`src/rtl/frac_ce_pkg.sv`:
```
`timescale 1ns/1ps
package frac_ce_pkg;

  // Default depth of the reset release synchronizer.
  localparam int unsigned FCD_RST_STAGES = 2;

  // Width that holds the sum of two values of width w without overflow.
  function automatic int unsigned fcd_sum_width(input int unsigned w);
    return w + 1;
  endfunction

endpackage

```
`src/rtl/frac_ce_rst_sync.sv`:
```
`timescale 1ns/1ps
module frac_ce_rst_sync #(
  parameter int unsigned STAGES = frac_ce_pkg::FCD_RST_STAGES
) (
  input  logic clk,
  input  logic rst_n,
  output logic rst_sync_n
);

  logic [STAGES-1:0] chain_q;
  logic [STAGES-1:0] chain_d;

  // A one is shifted in from the bottom; the top stage is the released reset.
  generate
    if (STAGES == 1) begin : g_single
      always_comb chain_d = 1'b1;
    end else begin : g_multi
      always_comb chain_d = {chain_q[STAGES-2:0], 1'b1};
    end
  endgenerate

  always_ff @(posedge clk or negedge rst_n) begin
    if (!rst_n) begin
      chain_q <= '0;
    end else begin
      chain_q <= chain_d;
    end
  end

  assign rst_sync_n = chain_q[STAGES-1];

endmodule

```
`src/rtl/frac_ce_period_cnt.sv`:
```
`timescale 1ns/1ps
module frac_ce_period_cnt #(
  parameter int unsigned DIV_W = 8
) (
  input  logic             clk,
  input  logic             rst_n,
  input  logic             run,
  input  logic [DIV_W-1:0] last_idx,
  output logic             wrap,
  output logic             tick_q
);

  logic [DIV_W-1:0] cnt_q;
  logic [DIV_W-1:0] cnt_d;
  logic             tick_d;

  // The period ends on the cycle where the counter sits at its last index.
  always_comb begin
    wrap   = run && (cnt_q == last_idx);
    tick_d = wrap;
    if (!run) begin
      cnt_d = '0;
    end else if (wrap) begin
      cnt_d = '0;
    end else begin
      cnt_d = cnt_q + DIV_W'(1);
    end
  end

  always_ff @(posedge clk or negedge rst_n) begin
    if (!rst_n) begin
      cnt_q  <= '0;
      tick_q <= 1'b0;
    end else begin
      cnt_q  <= cnt_d;
      tick_q <= tick_d;
    end
  end

endmodule

```
`src/rtl/frac_ce_phase_acc.sv`:
```
`timescale 1ns/1ps
module frac_ce_phase_acc #(
  parameter int unsigned FRAC_W = 8
) (
  input  logic              clk,
  input  logic              rst_n,
  input  logic              run,
  input  logic              advance,
  input  logic [FRAC_W-1:0] frac_num,
  input  logic [FRAC_W-1:0] frac_den,
  output logic              stretch
);

  localparam int unsigned SUM_W = frac_ce_pkg::fcd_sum_width(FRAC_W);

  logic [FRAC_W-1:0] acc_q;
  logic [FRAC_W-1:0] acc_d;
  logic [SUM_W-1:0]  sum;
  logic [SUM_W-1:0]  den_ext;
  logic [SUM_W-1:0]  rem;
  logic              num_zero;

  // The current period is stretched when the phase plus one numerator step
  // reaches the denominator; a zero numerator never stretches.
  always_comb begin
    num_zero = (frac_num == '0);
    den_ext  = {1'b0, frac_den};
    sum      = {1'b0, acc_q} + {1'b0, frac_num};
    rem      = sum - den_ext;
    stretch  = !num_zero && (sum >= den_ext);
    if (!run) begin
      acc_d = '0;
    end else if (advance) begin
      acc_d = stretch ? rem[FRAC_W-1:0] : sum[FRAC_W-1:0];
    end else begin
      acc_d = acc_q;
    end
  end

  always_ff @(posedge clk or negedge rst_n) begin
    if (!rst_n) begin
      acc_q <= '0;
    end else begin
      acc_q <= acc_d;
    end
  end

endmodule

```
`src/rtl/frac_ce_div.sv`:
```
`timescale 1ns/1ps
module frac_ce_div #(
  parameter int unsigned DIV_W      = 8,
  parameter int unsigned FRAC_W     = 8,
  parameter int unsigned RST_STAGES = frac_ce_pkg::FCD_RST_STAGES
) (
  input  logic              clk,
  input  logic              rst_n,
  input  logic              run,
  input  logic [DIV_W-1:0]  divisor,
  input  logic [FRAC_W-1:0] frac_num,
  input  logic [FRAC_W-1:0] frac_den,
  output logic              tick
);

  logic             rst_sync_n;
  logic             wrap;
  logic             stretch;
  logic [DIV_W-1:0] last_idx;

  frac_ce_rst_sync #(.STAGES(RST_STAGES)) u_rst (
    .clk        (clk),
    .rst_n      (rst_n),
    .rst_sync_n (rst_sync_n)
  );

  // Period length is divisor, or divisor+1 when stretched; index is length-1.
  always_comb begin
    last_idx = divisor - DIV_W'(1) + DIV_W'(stretch);
  end

  frac_ce_period_cnt #(.DIV_W(DIV_W)) u_cnt (
    .clk      (clk),
    .rst_n    (rst_sync_n),
    .run      (run),
    .last_idx (last_idx),
    .wrap     (wrap),
    .tick_q   (tick)
  );

  frac_ce_phase_acc #(.FRAC_W(FRAC_W)) u_acc (
    .clk      (clk),
    .rst_n    (rst_sync_n),
    .run      (run),
    .advance  (wrap),
    .frac_num (frac_num),
    .frac_den (frac_den),
    .stretch  (stretch)
  );

endmodule

```
`config.mk`:
```
export PLATFORM = sky130hd
export DESIGN_NAME = frac_ce_div
export DESIGN_NICKNAME = d
export VERILOG_FILES = /design/src/rtl/frac_ce_pkg.sv /design/src/rtl/frac_ce_rst_sync.sv /design/src/rtl/frac_ce_period_cnt.sv /design/src/rtl/frac_ce_phase_acc.sv /design/src/rtl/frac_ce_div.sv
export SDC_FILE = /design/constraint.sdc
export NUM_CORES = 1
export LEC_CHECK = 0
export BUFFER_PORTS_ARGS = -buffer_cell sky130_fd_sc_hd__buf_2
export CORE_AREA = 8 8 100 102
export CTS_BUF_LIST = sky130_fd_sc_hd__clkbuf_16
export DETAILED_ROUTE_END_ITERATION = 10
export DIE_AREA = 0 0 108 110
export GPL_TIMING_DRIVEN = 0
export PLACE_DENSITY = 0.46
export SLEW_MARGIN = 20
export SYNTH_ARGS = -nofsm -noshare
export SYNTH_HDL_FRONTEND = slang
export SYNTH_SLANG_ARGS = --single-unit
```
`constraint.sdc`:
```
create_clock -name clk -period 2.07 [get_ports clk]
set_clock_uncertainty 0.2 [all_clocks]
set_input_delay 0.1035 -clock clk [delete_from_list [all_inputs] [get_ports clk]]
set_output_delay 0.1035 -clock clk [all_outputs]
set_load 0.02 [all_outputs]
```
== Yosys cells after proc, flatten, opt, wreduce, memory -nomap -nowiden ==
Index checks and enable logic that the tools add are counted.
Storage, ports and cells
  bits in registers: 19
  bits in latches: 0
  bits in writable memories: 0
  bits in read-only memories: 0
  input port bits: 27
  logic and storage cells: 21
  memories: 0
Cells by class
  add/sub/neg operators: 5
  multiply operators: 0
  divide/modulo/power cells: 0
  $lt $le $gt $ge: 1
  eq/ne operators: 2
  shift-type cells: 0
  muxes and demuxes: 5
  bitwise logic cells: 0
  reduce and logical (&&, ||, !) cells: 4
Operators by type and width (count)
  $mux W8: 5
  $add A8 B8 Y9: 1
  $ge A9 B8 Y1: 1
  $add A8 B1 Y8: 1
  $add A8 B1 Y8 const B: 1
  $eq A8 B8 Y1: 1
  $logic_not A8 Y1: 1
  $sub A8 B1 Y8 const B: 1
  $sub A8 B8 Y8: 1
  $logic_and A1 B1 Y1: 2
  $ne A2 B1 Y1 const B: 1
  $logic_not A1 Y1: 1

== Logic depth before layout (Yosys ltp) ==
Gate-level depths: netlist of the first run.
  word-level depth: 8
  depth in mapped cells: 21
  mapped depth without buffers: 20

== Hierarchy ==
A second synthesis of the first run with hierarchy kept.
Second synthesis, totals
  cell total of the unflattened synthesis: 199
  area, all modules: 1845.5 sq um
By module, submodules not included
  frac_ce_phase_acc: instances 1, cells an instance 126, area an instance 1088.5 sq um
  frac_ce_period_cnt: instances 1, cells an instance 48, area an instance 546.8 sq um
  frac_ce_div: instances 1, cells an instance 22, area an instance 156.4 sq um
  frac_ce_rst_sync: instances 1, cells an instance 3, area an instance 53.8 sq um

== Worst setup path after synthesis of the first run ==
No wires, ideal clock.
  kind: register to register
  from: reg u_acc.acc_q[0]
  to: reg u_cnt.cnt_q[5]
  setup time: 0.117 ns
  arrival: 4.309 ns
  required time: 1.753 ns
  path slack: -2.555 ns
  stages on the path, launching flop included: 21
  path buffers: 1
  clock period less this slack: 4.625 ns
  path through: dfrtp_1 ha_1 fa_1 a211oi_1 o21bai_1 a21oi_1 xnor2_1 ha_1 nand2_1 o21ai_0 o21ai_1 o211ai_4 inv_1 ha_1 ha_1 xor2_1 nand4_2 a2111oi_4 o221ai_2 buf_6 and2_4
Between the ends
  longest elaborated chain between the ends: 8
Ends and longest elaborated chain
  from (decl): line frac_ce_phase_acc.sv:16  | logic [FRAC_W-1:0] acc_q;
  from (signal assigned): line frac_ce_phase_acc.sv:42  | acc_q <= '0;
  from (signal assigned): line frac_ce_phase_acc.sv:44  | acc_q <= acc_d;
  $add A8 B8 Y9: line frac_ce_phase_acc.sv:28  | sum = {1'b0, acc_q} + {1'b0, frac_num};
  $ge A9 B8 Y1: line frac_ce_phase_acc.sv:30  | stretch = !num_zero && (sum >= den_ext);
  $logic_and A1 B1 Y1: line frac_ce_phase_acc.sv:30
  $add A8 B1 Y8: line frac_ce_div.sv:29  | last_idx = divisor - DIV_W'(1) + DIV_W'(stretch);
  $eq A8 B8 Y1: line frac_ce_period_cnt.sv:19  | wrap = run && (cnt_q == last_idx);
  $logic_and A1 B1 Y1: line frac_ce_period_cnt.sv:19
  $mux W8: line frac_ce_period_cnt.sv:23  | end else if (wrap) begin
  $mux W8: line frac_ce_period_cnt.sv:21  | if (!run) begin
  net u_cnt.cnt_d[5]: line frac_ce_period_cnt.sv:14  | logic [DIV_W-1:0] cnt_d;
  to (signal assigned): line frac_ce_period_cnt.sv:35  | cnt_q <= cnt_d;
  to (decl): line frac_ce_period_cnt.sv:13  | logic [DIV_W-1:0] cnt_q;
The timed path passes the listed nets, and every way through them passes these cells.
A chain may end at the register's enable or synchronous reset.

== Worst setup path after layout of the first run ==
  from: reg u_acc.acc_q[0]
  to: reg u_acc.acc_q[3]
Between the ends
  longest elaborated chain between the ends: 7
  elaborated cells between the ends (all ways): 11
  classes of those cells: add/sub (3); order compare (1); eq/ne (2); mux (3); reduce/logical (2)
Ends and longest elaborated chain (line)
  $add A8 B8 Y9 (*): frac_ce_phase_acc.sv:28
  $ge A9 B8 Y1: frac_ce_phase_acc.sv:30
  $logic_and A1 B1 Y1: frac_ce_phase_acc.sv:30
  $add A8 B1 Y8: frac_ce_div.sv:29
  $eq A8 B8 Y1: frac_ce_period_cnt.sv:19
  $logic_and A1 B1 Y1: frac_ce_period_cnt.sv:19
  $ne A2 B1 Y1 (no line)
Mark *: on every way between the ends. The rest lies on a longest branch, timed or not. The select of a mux whose other input is x is not followed.

==> results of run 1 <==
-- cells in the mapped netlist, drive strengths merged, types with 5 or more instances --
cell,instances
xor2,5
inv,16
ha,19
o21ai,10
nand2,9
mux2i,7
nor4,5
nand3,7
nor2,6
o2bb2ai,8
a21oi,10
dfrtp,19
xnor2,17
and2,8
-- metal layers --
| metal | share of wire, % | vias to the layer above | wire length (µm) |
|---|---|---|---|
| met5 | 0 | - | 0 |
| met2 | 47 | 22 | 2120 |
| met4 | 1.1 | 0 | 48 |
| met3 | 3.3 | 5 | 150 |
| li1 | - | 823 | - |
| met1 | 49 | 749 | 2200 |
-- cell usage in the layout (no fill, tap or decap), types with 2 or more instances in the layout --
cell type,count
and2_1,6
o2bb2ai_2,8
nand2_1,8
nor4_1,4
o21ai_0,8
or4_1,2
buf_2,27
nor2_1,6
o21a_1,3
inv_1,14
inv_2,2
ha_4,3
buf_4,9
o21bai_1,3
xnor2_1,16
mux2_2,2
nor2b_1,4
clkbuf_16,3
nand2b_1,3
dfrtp_1,19
o31a_1,2
a21oi_2,2
nor3_1,3
ha_1,16
o211ai_4,3
mux2i_1,7
o31ai_2,2
nand3_1,7
a21o_1,2
and3_1,2
xor2_1,4
and2_4,2
or3_1,2
buf_6,3
a21oi_1,8
dlygate4sd3_1,2
-- power by group through the flow --
stage / Clock, mW / Sequential [mW] / Combinational [mW]
global route: 0.434 / 0.448 / 0.614
floorplan: 0 / 0.435 / 0.372
detailed placement: 0 / 0.444 / 0.482
global placement: 0 / 0.444 / 0.478
CTS: 0.411 / 0.439 / 0.540
finish: 0.402 / 0.441 / 0.546
-- sequential cells by signal, indices dropped and copies added (netlist names) --
name,count
u_rst.chain_q,2
u_cnt.tick_q,1
u_acc.acc_q,8
u_cnt.cnt_q,8
-- how the worst min path moves through the flow --
stage / from / endpoint / slack, ns / cells past startpoint
CTS: run / u_acc.acc_q[6]$_DFFE_PN0P_ / 0.06 / 3
global route: run / u_cnt.tick_q$_DFF_PN0_ / 0.06 / 3
global placement: rst_n / u_rst.chain_q[0]$_DFF_PN0_ / -0.31 / 1
floorplan: rst_n / u_rst.chain_q[0]$_DFF_PN0_ / -0.39 / 0
finish: run / u_cnt.tick_q$_DFF_PN0_ / 0.05 / 3
detailed placement: rst_n / u_rst.chain_q[1]$_DFF_PN0_ / -0.31 / 1
-- repair_timing --
item                       CTS  global route
cloned                       2             0
gates resized for setup     15             9
hold endpoints to repair     2             0
hold buffers                 2             0
buffers inserted             9             0
setup endpoints to repair   17            17
pin swaps                   20             4
-- kinds of logic (layout without fill, tap and decap cells) --
group | count (synthesis) | count (layout) | synth area share (%)
AO/OA/AOI/OAI | 51 | 52 | 21.6
XOR/XNOR | 22 | 22 | 10.3
adder cells (fa/ha/maj) | 21 | 21 | 14.9
buffers and inverters | 19 | 61 | 4.69
flip-flops | 19 | 19 | 25.4
multiplexers | 9 | 9 | 4.95
other | 1 | 1 | 0.201
AND/OR/NAND/NOR | 58 | 58 | 18.0
-- through the flow --
step / instances / setup TNS [ns] / util [%] / cell area, µm² / setup WS [ns]
floorplan: 200 / -38.47 / - / 1910 / -2.33
global placement: 334 / -47.47 / 25.7 / 2180 / -2.86
detailed placement: 334 / -47.60 / 25.7 / 2180 / -2.87
CTS: 351 / -41.06 / 28.9 / 2440 / -2.45
global route: 351 / -43.94 / 29.5 / 2500 / -2.63
finish: 351 / -38.74 / 29.5 / 2500 / -2.32
-- worst min-delay path: stages --
cell      delay (ns)
buf_2           0.16
o211ai_4        0.15
inv_2           0.05
-- layout make-up --
| type | instances | area [µm²] | area share [%] |
|---|---|---|---|
| Tap cell | 108 | 135 | 5.41 |
| Clock buffer | 3 | 75.1 | 3.00 |
| Sequential cell | 19 | 475 | 19.0 |
| Inverter | 16 | 60.1 | 2.40 |
| Buffer | 3 | 27.5 | 1.10 |
| Clock inverter | 1 | 7.51 | 0.300 |
| Multi-Input combinational cell | 163 | 1490 | 59.6 |
| Timing Repair Buffer | 38 | 229 | 9.16 |
==> flow_summary.json, run 1 <==
{
  "setup_violations": 17,
  "cp_data_required_time_ns": 2.00,
  "placementRows": 34,
  "hold_class": "input pin to flop",
  "status": "finished with violations",
  "grt_max_degree": 18,
  "end_kind": "flop",
  "crit_type": "flop to flop",
  "htreeDepth": 1,
  "drive_above_1_share_pct": 32.5,
  "path_depth": 20,
  "maxSlewViolCount": 0,
  "grt_pass1_wl_um": 7580,
  "leakage_nw": 1.09,
  "worst_slack_ns": -2.32,
  "fin_crit_ns": 4.39,
  "seq_power_share_pct": 31.7,
  "arrival_ns": 4.32,
  "globalRouteMet2Util_pct": 12.9,
  "power.density_nw_per_um2": 556,
  "worst_pin_slew_ns": 0.690,
  "crit_path_start": "u_acc.acc_q[0]$_DFFE_PN0P_",
  "violations": "negative setup slack",
  "num_vias": 1599,
  "cap_violations": 0,
  "clkSinkCount": 19,
  "synth_warnings": 0,
  "crit_fanout": 7,
  "yosysUniqueCellTypes": 47,
  "cts_inserted_buffers": 3,
  "firstDrtPassIters": 4,
  "track_usage_pct": 7.86,
  "grt_overflow": 0,
  "ys_ff_latch": 19,
  "worst-path-buf-inv": 2,
  "synth_top_area_cell": "dfrtp_1",
  "path_cells": "ha_4, fa_2, a211oi_2, o21bai_1, a21oi_1, xnor2_1, ha_1, nand2_2, nor3_2, o31ai_2, o211ai_4, inv_2, ha_4, nand2b_2, nor4_4, xnor2_2, a2111oi_4, o221ai_4, buf_6, o2bb2ai_2",
  "cts_tree": "built",
  "dp_hpwl_um": 3570,
  "reg2reg_depth": 20,
  "met1_usage_pct": 10.5,
  "relSlewSlack_pct": 54.0,
  "crit_path_frequent_cell": "ha_4",
  "area_growth_pct": 33.7,
  "start_kind": "flop",
  "syn-num-nets": 248,
  "cts-root-buf": "clkbuf_16",
  "power_frac_clock_pct": 28.9,
  "wl_per_cell_um": 12.9,
  "cpPeakStageDelay_ns": 0.40,
  "synth-main-ff-cell": "dfrtp_1",
  "syn_area_um2": 1870,
  "start_util_pct": 22.1,
  "reg2reg_from": "u_acc.acc_q[0]$_DFFE_PN0P_",
  "critPathTopFamily": "compound AO/OA/AOI/OAI gates",
  "reg2reg_slack_ns": -2.32,
  "yosysSeqAreaShare_pct": 25.4,
  "clockBufferDepth": 2,
  "timing.rr.end": "u_acc.acc_q[3]$_DFFE_PN0P_",
  "endpoint": "u_acc.acc_q[3]$_DFFE_PN0P_",
  "internal_power_uw": 922,
  "avgSynthCellArea_um2": 9.35,
  "clk_latency_ns": 0.25,
  "hold_viol": 0,
  "path_clk_slew_ns": 0.06,
  "netSwitchingPower_uw": 467,
  "die_x_um": 108,
  "async_flop_share_pct": 100,
  "drc": 0,
  "sw_frac_of_total_pct": 33.6,
  "ir_drop_uv": 258,
  "power_mw": 1.39,
  "fmax_ghz": 0.228,
  "hold_slack_ns": 0.0505,
  "io_pins": 28,
  "ys_top_cells_by_area": "dfrtp_1 25%, ha_1 13%, xnor2_1 8.0%",
  "wl_um": 4520,
  "dieArea_um2": 11900,
  "globalRouteMet3Util_pct": 1.05,
  "n_antenna_cell": 0,
  "grt-busiest-layer": "met2",
  "portBuffers": 26,
  "slowest_stage": "dfrtp_1",
  "ant_nets": 0,
  "die_y_um": 110,
  "place_congestion": 0.782,
  "fin_nets": 292,
  "finalCritPeriodShare_pct": 212,
  "drt_iter0_markers": 43,
  "synth_top_area_share_pct": 25.4,
  "combPwrFrac_pct": 39.3,
  "grt_pass1_vias": 1578,
  "avgViaCountPerCell": 4.56,
  "syn_inst": 200,
  "core_um2": 8470,
  "fill_cells": 900,
  "rsz0062_at_grt": "true",
  "synth_edf_count": 0,
  "antenna_found_initial": 0
}
Power figures use the tool's default switching activity.
==> run 2: changes to the inputs <==
Settings changed: SETUP_SLACK_MARGIN set to 0.4.
Clock period 2.07 ns to 4.3 ns, I/O delays scaled along.
==> run 2 against run 1 <==
  * The run still ends with negative setup slack left
  * Register-to-register slack improved by 2.2 ns
  * Flip-flop and latch count unchanged
  * Combinational power shrank 52%
  * Die area did not move
  * Core utilization shrank 0.12 points
  * Wire length shrank 0.31%
  * Sequential share of layout area is 0.077 points higher
  * Fmax hardly changed
  * Clock-buffer cell count did not move
  * Critical path type unchanged
==> flow_summary.json, run 2 (same netlist as run 1, synthesis figures left out) <==
{
  "timing.rr.end": "u_acc.acc_q[3]$_DFFE_PN0P_",
  "rsz0062_at_grt": "true",
  "drive_above_1_share_pct": 32.6,
  "portBuffers": 26,
  "grt_overflow": 0,
  "regArea_um2": 475,
  "final_cell_mix": "27 x buf_2, 19 x dfrtp_1, 16 x xnor2_1, 16 x ha_1, 14 x inv_1",
  "leakage_nw": 1.09,
  "cp_data_required_time_ns": 4.23,
  "grt_pass1_wl_um": 7540,
  "reg2reg_depth": 20,
  "crit_type": "flop to flop",
  "wl_um": 4510,
  "reg_top3": "u_acc.acc_q: 8 flops, u_cnt.cnt_q: 8 flops, u_rst.chain_q: 2 flops",
  "grt_max_degree": 18,
  "fin_setup_tns_ns": -1.00,
  "num_vias": 1599,
  "setup_violations": 12,
  "area_growth_pct": 33.1,
  "core_um2": 8470,
  "status": "finished with violations",
  "placementRows": 34,
  "die_x_um": 108,
  "fill_cells": 901,
  "grt_pass1_vias": 1571,
  "dieArea_um2": 11900,
  "worst_slack_ns": -0.0883,
  "power.density_nw_per_um2": 268,
  "io_pins": 28,
  "worst_pin_slew_ns": 0.688,
  "wl_per_cell_um": 12.9,
  "multiInputGateArea_um2": 1490,
  "finalCritPeriodShare_pct": 102,
  "hold_class": "input pin to asynchronous set/reset pin",
  "arrival_ns": 4.32,
  "fmax_ghz": 0.228,
  "maxSlewViolCount": 0,
  "clkSinkCount": 19,
  "fin_nets": 291,
  "end_kind": "flop",
  "drt_iter0_markers": 45,
  "clockBufferDepth": 2,
  "ir_drop_uv": 124,
  "cts-root-buf": "clkbuf_16",
  "reg2reg_from": "u_acc.acc_q[0]$_DFFE_PN0P_",
  "fin_crit_ns": 4.39,
  "reg2reg_slack_ns": -0.09,
  "violations": "negative setup slack",
  "cts_inserted_buffers": 3,
  "firstDrtPassIters": 4,
  "start_kind": "flop",
  "crit_fanout": 7,
  "hold_viol": 0,
  "avgViaCountPerCell": 4.57,
  "track_usage_pct": 7.82,
  "cts_tree": "built",
  "clk_latency_ns": 0.25,
  "ant_nets": 0,
  "n_antenna_cell": 0,
  "start_util_pct": 22.1,
  "cap_violations": 0,
  "mostFrequentLayoutCell": "buf_2",
  "postLayoutCoreUtil_pct": 29.4,
  "htreeDepth": 1,
  "die_y_um": 110,
  "drc": 0,
  "antenna_found_initial": 0,
  "relSlewSlack_pct": 54.1,
  "place_congestion": 0.782,
  "path_clk_slew_ns": 0.06,
  "dp_hpwl_um": 3570
}
==> run 2: changes by cell type in the layout (fill, tap and decap cells not counted), sizes merged <==
cell	delta
dlygate4sd3	-1
==> run 2: layout make-up <==
cell class / count / area share (%)
buffer: 3 / 1.11
clock inverter: 1 / 0.302
timing repair buffer: 37 / 8.80
tap: 108 / 5.43
inverter: 16 / 2.41
sequential: 19 / 19.1
clock buffer: 3 / 3.02
multi-input combinational: 163 / 59.8
==> run 2: report_power, final <==
group	internal, mW	switching (mW)	total [mW]
registers	0.194	0.0183	0.212
logic	0.124	0.139	0.262
clock network	0.126	0.0678	0.193
total	0.443	0.225	0.668
==> run 2: per-layer routing <==
layer | up-vias | GRT usage (%) | wire length [µm]
met1 | 751 | 10.5 | 2190
met4 | 0 | 2.08 | 48
met3 | 5 | 1.05 | 150
li1 | 821 | - | -
met5 | - | 0 | 0
met2 | 22 | 12.9 | 2110
==> run 2: worst max path at each step <==
stage / startpoint / endpoint / slack [ns] / cells after the start
after floorplan: u_acc.acc_q[0]$_DFFE_PN0P_ / u_cnt.cnt_q[5]$_DFF_PN0_ / -0.1 / 20
after global placement: u_acc.acc_q[0]$_DFFE_PN0P_ / u_acc.acc_q[6]$_DFFE_PN0P_ / -0.63 / 20
after detailed placement: u_acc.acc_q[0]$_DFFE_PN0P_ / u_acc.acc_q[3]$_DFFE_PN0P_ / -0.64 / 20
after CTS: u_acc.acc_q[0]$_DFFE_PN0P_ / u_cnt.cnt_q[4]$_DFF_PN0_ / -0.22 / 20
after global routing: u_acc.acc_q[0]$_DFFE_PN0P_ / u_cnt.cnt_q[4]$_DFF_PN0_ / -0.40 / 20
final: u_acc.acc_q[0]$_DFFE_PN0P_ / u_acc.acc_q[3]$_DFFE_PN0P_ / -0.09 / 20
==> run 2: metrics by stage <==
step	power (mW)	instance area [µm²]	std cells	setup slack [ns]	hold slack, ns
global route	0.719	2490	350	-0.398	0.0971
CTS	0.669	2430	350	-0.224	0.0732
finish	0.668	2490	350	-0.0883	0.0739
detailed placement	0.446	2180	334	-0.643	-0.197
floorplan	0.389	1910	200	-0.0979	-0.281
global placement	0.444	2180	334	-0.632	-0.200
==> run 2: critical path: stages, from the launching register on <==
cell and delay (ns):
dfrtp_1 0.40, ha_4 0.17, fa_2 0.37, a211oi_2 0.22, o21bai_1 0.11, a21oi_1 0.17
xnor2_1 0.18, ha_1 0.32, nand2_2 0.10, nor3_2 0.04, o31ai_2 0.29, o211ai_4 0.14
inv_2 0.10, ha_4 0.15, nand2b_2 0.11, nor4_4 0.19, xnor2_2 0.11, a2111oi_4 0.38
o221ai_4 0.20, buf_6 0.18, o2bb2ai_2 0.11
==> run 2: timing repair <==
action	4_1_cts	5_1_grt
gates cloned	2	0
setup endpoints to repair	17	17
pin swaps	20	4
hold endpoints to repair	2	0
buffers inserted	9	0
hold buffers	1	0
gates resized for setup	15	9
